--- src/rtl/sync_demux_pkg.sv ---
package sync_demux_pkg;
  localparam int BYTE_W = 8;
  localparam int CHAN_W = 3;
  localparam int WIN_BYTES = 3;
  localparam logic [WIN_BYTES*BYTE_W-1:0] SYNC_PREFIX = 24'hFF_00_00;

  typedef enum logic [1:0] {
    EV_LINE_START  = 2'd0,
    EV_LINE_END    = 2'd1,
    EV_FRAME_START = 2'd2,
    EV_FRAME_END   = 2'd3
  } evKind_t;

  // Strobes from control to datapath
  typedef struct packed {
    logic              fwd;   // active channel is inside a line
    logic [CHAN_W-1:0] chan;  // active channel
  } ctrlStrobe_t;
endpackage

--- src/rtl/sync_demux_dp.sv ---
module sync_demux_dp
  import sync_demux_pkg::*;
#(
  parameter int NUM_CHAN = 8
) (
  input  logic                clk,
  input  logic                rstN,
  input  logic [BYTE_W-1:0]   inByte,
  input  logic                inValid,
  input  ctrlStrobe_t         ctl,
  output logic                hit,
  output logic [NUM_CHAN-1:0] chanValid,
  output logic [BYTE_W-1:0]   outData,
  output logic [CHAN_W-1:0]   outChan,
  output logic                dropPulse
);
  localparam int WIN_W = WIN_BYTES * BYTE_W;

  logic [WIN_W-1:0]     winBytes;  // newest byte in the low lane
  logic [WIN_BYTES-1:0] winVld;
  logic                 emit;
  logic [BYTE_W-1:0]    oldest;
  logic [NUM_CHAN-1:0]  chanHot;

  // full window equal to the prefix plus any fourth byte is a code
  assign hit    = inValid && (&winVld) && (winBytes == SYNC_PREFIX);
  // the oldest held byte leaves as payload when a byte is pushed in
  assign emit   = inValid && !hit && winVld[WIN_BYTES-1];
  assign oldest = winBytes[WIN_W-1 -: BYTE_W];
  assign chanHot = NUM_CHAN'(1) << ctl.chan;

  always_ff @(posedge clk) begin
    if (!rstN) begin
      winBytes <= '0;
      winVld   <= '0;
    end else if (hit) begin
      winVld <= '0;
    end else if (inValid) begin
      winBytes <= {winBytes[WIN_W-BYTE_W-1:0], inByte};
      winVld   <= {winVld[WIN_BYTES-2:0], 1'b1};
    end
  end

  always_ff @(posedge clk) begin
    if (!rstN) begin
      chanValid <= '0;
      outData   <= '0;
      outChan   <= '0;
      dropPulse <= 1'b0;
    end else begin
      chanValid <= (emit && ctl.fwd) ? chanHot : '0;
      dropPulse <= emit && !ctl.fwd;
      if (emit) begin
        outData <= oldest;
        outChan <= ctl.chan;
      end
    end
  end
endmodule

--- src/rtl/sync_demux_ctl.sv ---
module sync_demux_ctl
  import sync_demux_pkg::*;
#(
  parameter int NUM_CHAN = 8
) (
  input  logic              clk,
  input  logic              rstN,
  input  logic              hit,
  input  logic [BYTE_W-1:0] codeByte,
  output ctrlStrobe_t       ctl,
  output logic              evtValid,
  output logic [1:0]        evtType,
  output logic [CHAN_W-1:0] evtChan,
  output logic              invalidCode,
  output logic              protoErr,
  output logic [CHAN_W-1:0] protoChan
);
  localparam logic [3:0] CHAN_LIMIT = 4'(NUM_CHAN);

  logic [NUM_CHAN-1:0] inLine, inFrame, nextLine, nextFrame;
  logic [CHAN_W-1:0]   activeChan;
  logic [CHAN_W-1:0]   codeChan;
  evKind_t             kind;
  logic                codeOk, apply, seqErr;

  // decode the fourth byte
  assign codeChan = codeByte[CHAN_W+3:4];
  assign kind     = evKind_t'(codeByte[1:0]);
  assign codeOk   = (codeByte[7:4] < CHAN_LIMIT) && (codeByte[3:2] == 2'b00);
  assign apply    = hit && codeOk;
  // frame sequence check against the addressed channel
  assign seqErr   = (kind == EV_FRAME_START &&  inFrame[codeChan]) ||
                    (kind == EV_FRAME_END   && !inFrame[codeChan]);

  // each channel updates only on a code addressed to it
  for (genvar i = 0; i < NUM_CHAN; i++) begin : g_chan
    logic sel;
    assign sel = apply && (codeChan == CHAN_W'(i));
    // even kinds open, odd kinds close
    assign nextLine[i]  = sel ? ~codeByte[0] : inLine[i];
    assign nextFrame[i] = (sel && codeByte[1]) ? ~codeByte[0] : inFrame[i];
  end

  assign ctl.fwd  = inLine[activeChan];
  assign ctl.chan = activeChan;

  always_ff @(posedge clk) begin
    if (!rstN) begin
      inLine      <= '0;
      inFrame     <= '0;
      activeChan  <= '0;
      evtValid    <= 1'b0;
      evtType     <= '0;
      evtChan     <= '0;
      invalidCode <= 1'b0;
      protoErr    <= 1'b0;
      protoChan   <= '0;
    end else begin
      inLine      <= nextLine;
      inFrame     <= nextFrame;
      if (apply) activeChan <= codeChan;
      evtValid    <= apply;
      invalidCode <= hit && !codeOk;
      protoErr    <= apply && seqErr;
      if (apply) begin
        evtType   <= kind;
        evtChan   <= codeChan;
        protoChan <= codeChan;
      end
    end
  end
endmodule

--- src/rtl/sync_demux.sv ---
module sync_demux
  import sync_demux_pkg::*;
#(
  parameter int NUM_CHAN = 8
) (
  input  logic                clk,
  input  logic                rstN,
  input  logic [7:0]          inByte,
  input  logic                inValid,
  output logic [NUM_CHAN-1:0] chanValid,
  output logic [7:0]          outData,
  output logic [2:0]          outChan,
  output logic                dropPulse,
  output logic                evtValid,
  output logic [1:0]          evtType,
  output logic [2:0]          evtChan,
  output logic                invalidCode,
  output logic                protoErr,
  output logic [2:0]          protoChan
);
  ctrlStrobe_t ctl;
  logic        hit;

  sync_demux_dp #(.NUM_CHAN(NUM_CHAN)) u_dp (
    .clk(clk), .rstN(rstN), .inByte(inByte), .inValid(inValid),
    .ctl(ctl), .hit(hit), .chanValid(chanValid), .outData(outData),
    .outChan(outChan), .dropPulse(dropPulse)
  );

  sync_demux_ctl #(.NUM_CHAN(NUM_CHAN)) u_ctl (
    .clk(clk), .rstN(rstN), .hit(hit), .codeByte(inByte), .ctl(ctl),
    .evtValid(evtValid), .evtType(evtType), .evtChan(evtChan),
    .invalidCode(invalidCode), .protoErr(protoErr), .protoChan(protoChan)
  );
endmodule

--- config.mk ---
export PLATFORM = sky130hd
export DESIGN_NAME = sync_demux
export DESIGN_NICKNAME = d
export VERILOG_FILES = /design/src/rtl/sync_demux_pkg.sv /design/src/rtl/sync_demux_dp.sv /design/src/rtl/sync_demux_ctl.sv /design/src/rtl/sync_demux.sv
export SDC_FILE = /design/constraint.sdc
export NUM_CORES = 1
export LEC_CHECK = 0
export ABC_AREA = 1
export BUFFER_PORTS_ARGS = -buffer_cell sky130_fd_sc_hd__buf_4
export CORE_UTILIZATION = 30
export DETAILED_ROUTE_END_ITERATION = 16
export GPL_TIMING_DRIVEN = 1
export SLEW_MARGIN = 10
export SYNTH_ARGS = -nofsm -noshare
export SYNTH_HDL_FRONTEND = slang
export SYNTH_SLANG_ARGS = --single-unit
--- constraint.sdc ---
create_clock -name clk -period 3.8 [get_ports clk]
set_input_delay 0 -clock clk [delete_from_list [all_inputs] [get_ports clk]]
set_output_delay 0 -clock clk [all_outputs]
set_load 0.03 [all_outputs]
* After elaboration in Yosys (flattened, before gate mapping)
Index checks and enable logic that the tools add are counted.
** Word-level totals
- Flip-flop bits (word level) :: 71
- Output and inout port bits :: 31
- Input bits :: 11
- Word-level logic and storage cells :: 87
** Cells by class
- Mux-type cells :: 4
- Order comparisons :: 3
- Reduce and logical (&&, ||, !) cells :: 39
- Bitwise logic cells :: 3
- Shift operators :: 1
- Equality and inequality tests :: 10
** Operators by type and width (number)
- logical AND 1 bit :: 28
- == test 24 bit (second input constant) :: 1
- == test 3 bit (second input constant) :: 4
- less-than comparator 3 x 4 -> 1 bit (second input constant) :: 2
- left shift 1 x 3 -> 8 bit (first input constant) :: 1
- binary-select mux 1 bit (select 3 bit) :: 2
- == test 3 x 2 -> 1 bit (second input constant) :: 2
- == test 2 bit (second input constant) :: 2
- logical NOT 1 bit :: 4
- less-than comparator 4 bit (second input constant) :: 1
- AND reduction 2 bit :: 2
- == test 3 x 1 -> 1 bit (second input constant) :: 1
- logical NOT 3 bit :: 1
- inverter 1 bit :: 3
- AND reduction 3 bit :: 1
- logical NOT 2 bit :: 1
- 2-to-1 mux 1 bit :: 2
- OR reduction 2 bit :: 1
- logical OR 1 bit :: 1

* Logic depth before layout (Yosys ltp)
- Depth after elaboration :: 8
- Depth in mapped cells :: 11
- Gate-level depth less buffers :: 11

* Hierarchy
Synthesis repeated with hierarchy kept, for this count alone.
** Unflattened totals
- Cell total of the unflattened synthesis :: 446
- Area, all modules :: 3055.4 µm²
** By module, submodules not included
- sync_demux_dp :: area each 1824.2 µm², times used 1, seq. area each 940.9 µm², cells each 255
- sync_demux_ctl :: area each 1231.2 µm², times used 1, seq. area each 480.5 µm², cells each 191

* Least setup slack after synthesis
Ideal clock, no wire load.
- Path type :: reg-to-reg
- Start point :: register u_ctl.evtChan[1] (netlist name)
- End point :: register u_dp.chanValid[4]
- Arrival time :: 1446 ps
- Data required time :: 3732 ps
- Buffers on the path :: 1
- Library setup time :: 68 ps
- Setup slack :: 2286 ps
- Stages on the path, launching flop included :: 10
- Period minus slack after synthesis :: 1514 ps
- Cells stage by stage :: dfxtp_1 > clkbuf_1 > nand2_1 > inv_1 > nand2_1 > nand4_1 > nand2_1 > nand2_1 > nand4_1 > nor2_1
** RTL lines
- to (signal assigned) :: line sync_demux_dp.sv:51 : chanValid <= (emit && ctl.fwd) ? chanHot : '0;
- to (decl) :: line sync_demux_dp.sv:12 : output logic [NUM_CHAN-1:0] chanValid,

* Final worst setup path
- Start point :: input inValid
- End point :: register u_dp.chanValid[0]
** Between the ends
- Word-level cells in the longest chain between the ends :: 7
** Ends and longest elaborated chain
- from (decl) :: line sync_demux.sv:9 : input logic inValid,
- logical AND 1 bit (2 in a row) :: line sync_demux_dp.sv:26 : assign hit = inValid && (&winVld) && (winBytes == SYNC_PREFIX);
- logical NOT 1 bit :: line sync_demux_dp.sv:28 : assign emit = inValid && !hit && winVld[WIN_BYTES-1];
- logical AND 1 bit (*) (2 in a row) :: line sync_demux_dp.sv:28
- logical AND 1 bit (*) :: line sync_demux_dp.sv:51
- AND reduction 2 bit (no source line) (*)
Mark *: on every way between the ends. The rest lies on a longest branch, timed or not.
A chain may end at the register's enable or synchronous reset.

==> impl_metrics.yaml <==
grt:
  grt_most_used_layer: "met2"
  grt_pass1_wl_mm: 11.81
  globalRouteOverflowTotal: 0
  grt_pass1_vias: 2518
  grt_antenna_before_repair: 0
  globalRouteMet1Util: 0.2006
  grt_max_degree: 46
  grt.met2_usage: 0.2190
  gr-usage-met3: 0.02508
  grt_util_all_layers: 0.1450
synthesis:
  simple_gate_share_of_the_synthesized_area: 0.3244
  yosysMostFrequentCell: "nand2_1"
  synthDistinctLibCells: 16
  xor_and_xnor_fraction_of_the_mapped_netlist_area: 0
  synth.avg_cell_area_um2: 6.801
  seq_area_frac_synth: 0.4665
  ys_dominant_reg_cell: "dfxtp_1"
  dominant_combinational_cell_family_by_area_after_synthesis: "simple AND/OR/NAND/NOR gates"
  synth.mux.area_fraction: 0
  ys_async_sr_fraction: 0
  synth_adder_area_share: 0
  synth_compound_gate_area_share: 0.1068
  synthTopCellsByCount: "nand2_1 (106), nor2_1 (82), dfxtp_1 (71)"
  syn_nets: 459
  synth_enable_flop_cells: 0
  netlist.top_cell.by_area: "dfxtp_1"
  yosys_register_bits: 71
  summed_instance_area_of_the_synthesized_netlist_um2: 3047
  synthesis.instances: 448
  synth_warnings: 0
  netlist.area_leader.share: 0.4665
  ys_top_cells_by_area: "dfxtp_1 (47%), nand2_1 (13%), nor2_1 (10%)"
floorplanning:
  initial_utilization: 0.3103
  placeableCoreArea_um2: 9819
  row_count: 36
  die_height_um: 102.8
  floorplan.io_pins: 42
  die_width_um: 102.8
  die_area_um2: 10560
drt:
  vias: 2804
  first_drt_iteration_drcs: 193
  vias_per_cell: 4.501
  first_pass_iters: 6
  wire_per_inst_um: 11.57
  antenna_left: 0
  detail_route.drc_violations: 0
  overall_routed_net_length_mm: 7.207
timing:
  setup_total_negative_slack_ns: 0
  fin_crit_sh: 0.6528
  fmax_ghz: 0.4031
  finClkSkew_ns: 0.009404
  final-hold-violation-count: 0
  timing_max_transition_violations_final: 0
  tightest_slew_ns: 0.8487
  setup_viol: 0
  unrepaired_setup_endpoints_after_global_routing: "false"
  post_route_worst_hold_slack_ns: 0.03053
  slew_headroom: 0.4321
  final_period_minus_worst_setup_slack_ns: 2.481
clocking:
  clock_insertion_delay_worst_skew_ns: 0.35
  tritoncts_clock_tree: "built"
  post_cts_buffers: 0
  cts-root-to-sink-buffers: 2
  htree_levels: 3
  cts-buffers-inserted: 9
  clock_slew_at_the_register_clock_pins_of_the_worst_setup_and_hold_paths_ns: 0.08
  cts.root.buffer_cell: "clkbuf_8"
  numClockSinks: 71
placement:
  dp_hpwl_mm: 5.047
  place_congestion: 0.8399
  buffer_ports.inserted: 41
finish:
  ant_diodes: 0
  fraction_of_layout_instances_using_a_drive_strength_above_1: 0.1265
  design.final.nets: 496
  syn_to_final_growth_pct: 24.02
  filler_cell_count: 1069
setup_path:
  arrival_ns: 2.76
  critical_path.startpoint_type: "primary input"
  critPathRequiredTime_ns: 4.08
  timing.setup.critical_path_class: "in2reg"
  crit_path_end_kind: "flop"
  crit_path_max_fanout: 43
power_and_ir_drop:
  power_density_nw_per_um2: 461.6
  leakagePower_nw: 1.597
  peakVddDrop_mv: 0.2085
outcome:
  result_of_the_run: "finished, final reports clean"
job:
  cap_violations: 0
worst_hold_path:
  hp-class: "in2reg"
[metal layers]
| layer | share of wire | up-vias |
|---|---|---|
| met4 | 0.018 | 0 |
| met3 | 0.043 | 13 |
| li1 | - | 1493 |
| met1 | 0.53 | 1221 |
| met5 | 0 | - |
| met2 | 0.41 | 77 |
[final timing paths]
kind                                          end         startpoint  cells past startpoint  slack [ns]
worst max register to register  u_dp.chanValid[0]  u_dp.winBytes[15]                     10        1.33
worst min-delay path               u_ctl.protoErr          inByte[1]                      3        0.03
worst min register to register   u_ctl.evtType[0]   u_ctl.evtType[0]                      2        0.45
worst max-delay path            u_dp.chanValid[0]            inValid                     11        1.32
[area by class of cell]
| type | count | area, µm² | share of cell area |
|---|---|---|---|
| timing repair buffer | 49 | 385.4 | 0.1020 |
| multi-input combinational | 302 | 1319 | 0.3490 |
| inverter | 52 | 195.2 | 0.05166 |
| sequential | 71 | 1421 | 0.3762 |
| clock buffer | 9 | 123.9 | 0.03278 |
| clock inverter | 7 | 167.7 | 0.04437 |
| tap | 133 | 166.4 | 0.04404 |
[per-stage QoR]
step                total power, mW  instances  utilization  setup WS, ns  instance area [µm²]
floorplan                    0.8559        448            -         2.286                 3047
global placement             0.8870        600       0.3480         1.436                 3417
detailed placement           0.8885        600       0.3480         1.312                 3417
CTS                           1.755        623       0.3848         1.295                 3779
global route                  1.799        623       0.3848        0.9449                 3779
finish                        1.744        623       0.3848         1.319                 3779
[critical path, stage by stage]
cell,delay [ns]
dlygate4sd3_1,0.55
buf_4,0.17
nand2_1,0.09
nor2_1,0.05
nand2_1,0.08
nor2_1,0.06
nand2_2,0.14
nand2_2,0.38
nor2_1,0.76
nand4_1,0.32
nor2_1,0.16
[power breakdown]
part           internal, mW  leakage [nW]  switching (mW)
clock network         0.572         0.144           0.295
registers             0.763         0.578          0.0131
logic                0.0328         0.875          0.0689
[what timing repair did]
action / 4_1_cts / 5_1_grt
hold endpoints to repair: 11 / 0
resized for setup: 0 / 0
hold buffers: 7 / 0
[flip-flops by register name, summed over array words and instances (netlist names)]
register and count:
u_dp.outData 8, u_dp.dropPulse 1, u_ctl.invalidCode 1, u_ctl.evtType 2
u_ctl.inLine 8, u_dp.chanValid 8, u_ctl.evtChan 3, u_dp.winVld 3
u_ctl.protoErr 1, u_ctl.inFrame 8, u_ctl.evtValid 1, u_dp.outChan 3
u_dp.winBytes 24
[kinds of logic (layout without fill, tap and decap cells)]
group | count (synthesis) | after routing
compound gates | 65 | 65
buf+inv | 75 | 117
flops | 71 | 71
simple gates | 237 | 237
[cell usage in the layout, fill, tap and decap left out, drive strengths merged]
cell type and n:
nand2 108, nor2 83, nand3 18, nand4 23, clkbuf 9, a21oi 39, buf 42, inv 50
nor3 5, dfxtp 71, clkinv 4, o21ai 26, dlygate4sd3 7, bufinv 5
(Power assumes the default switching activity.)
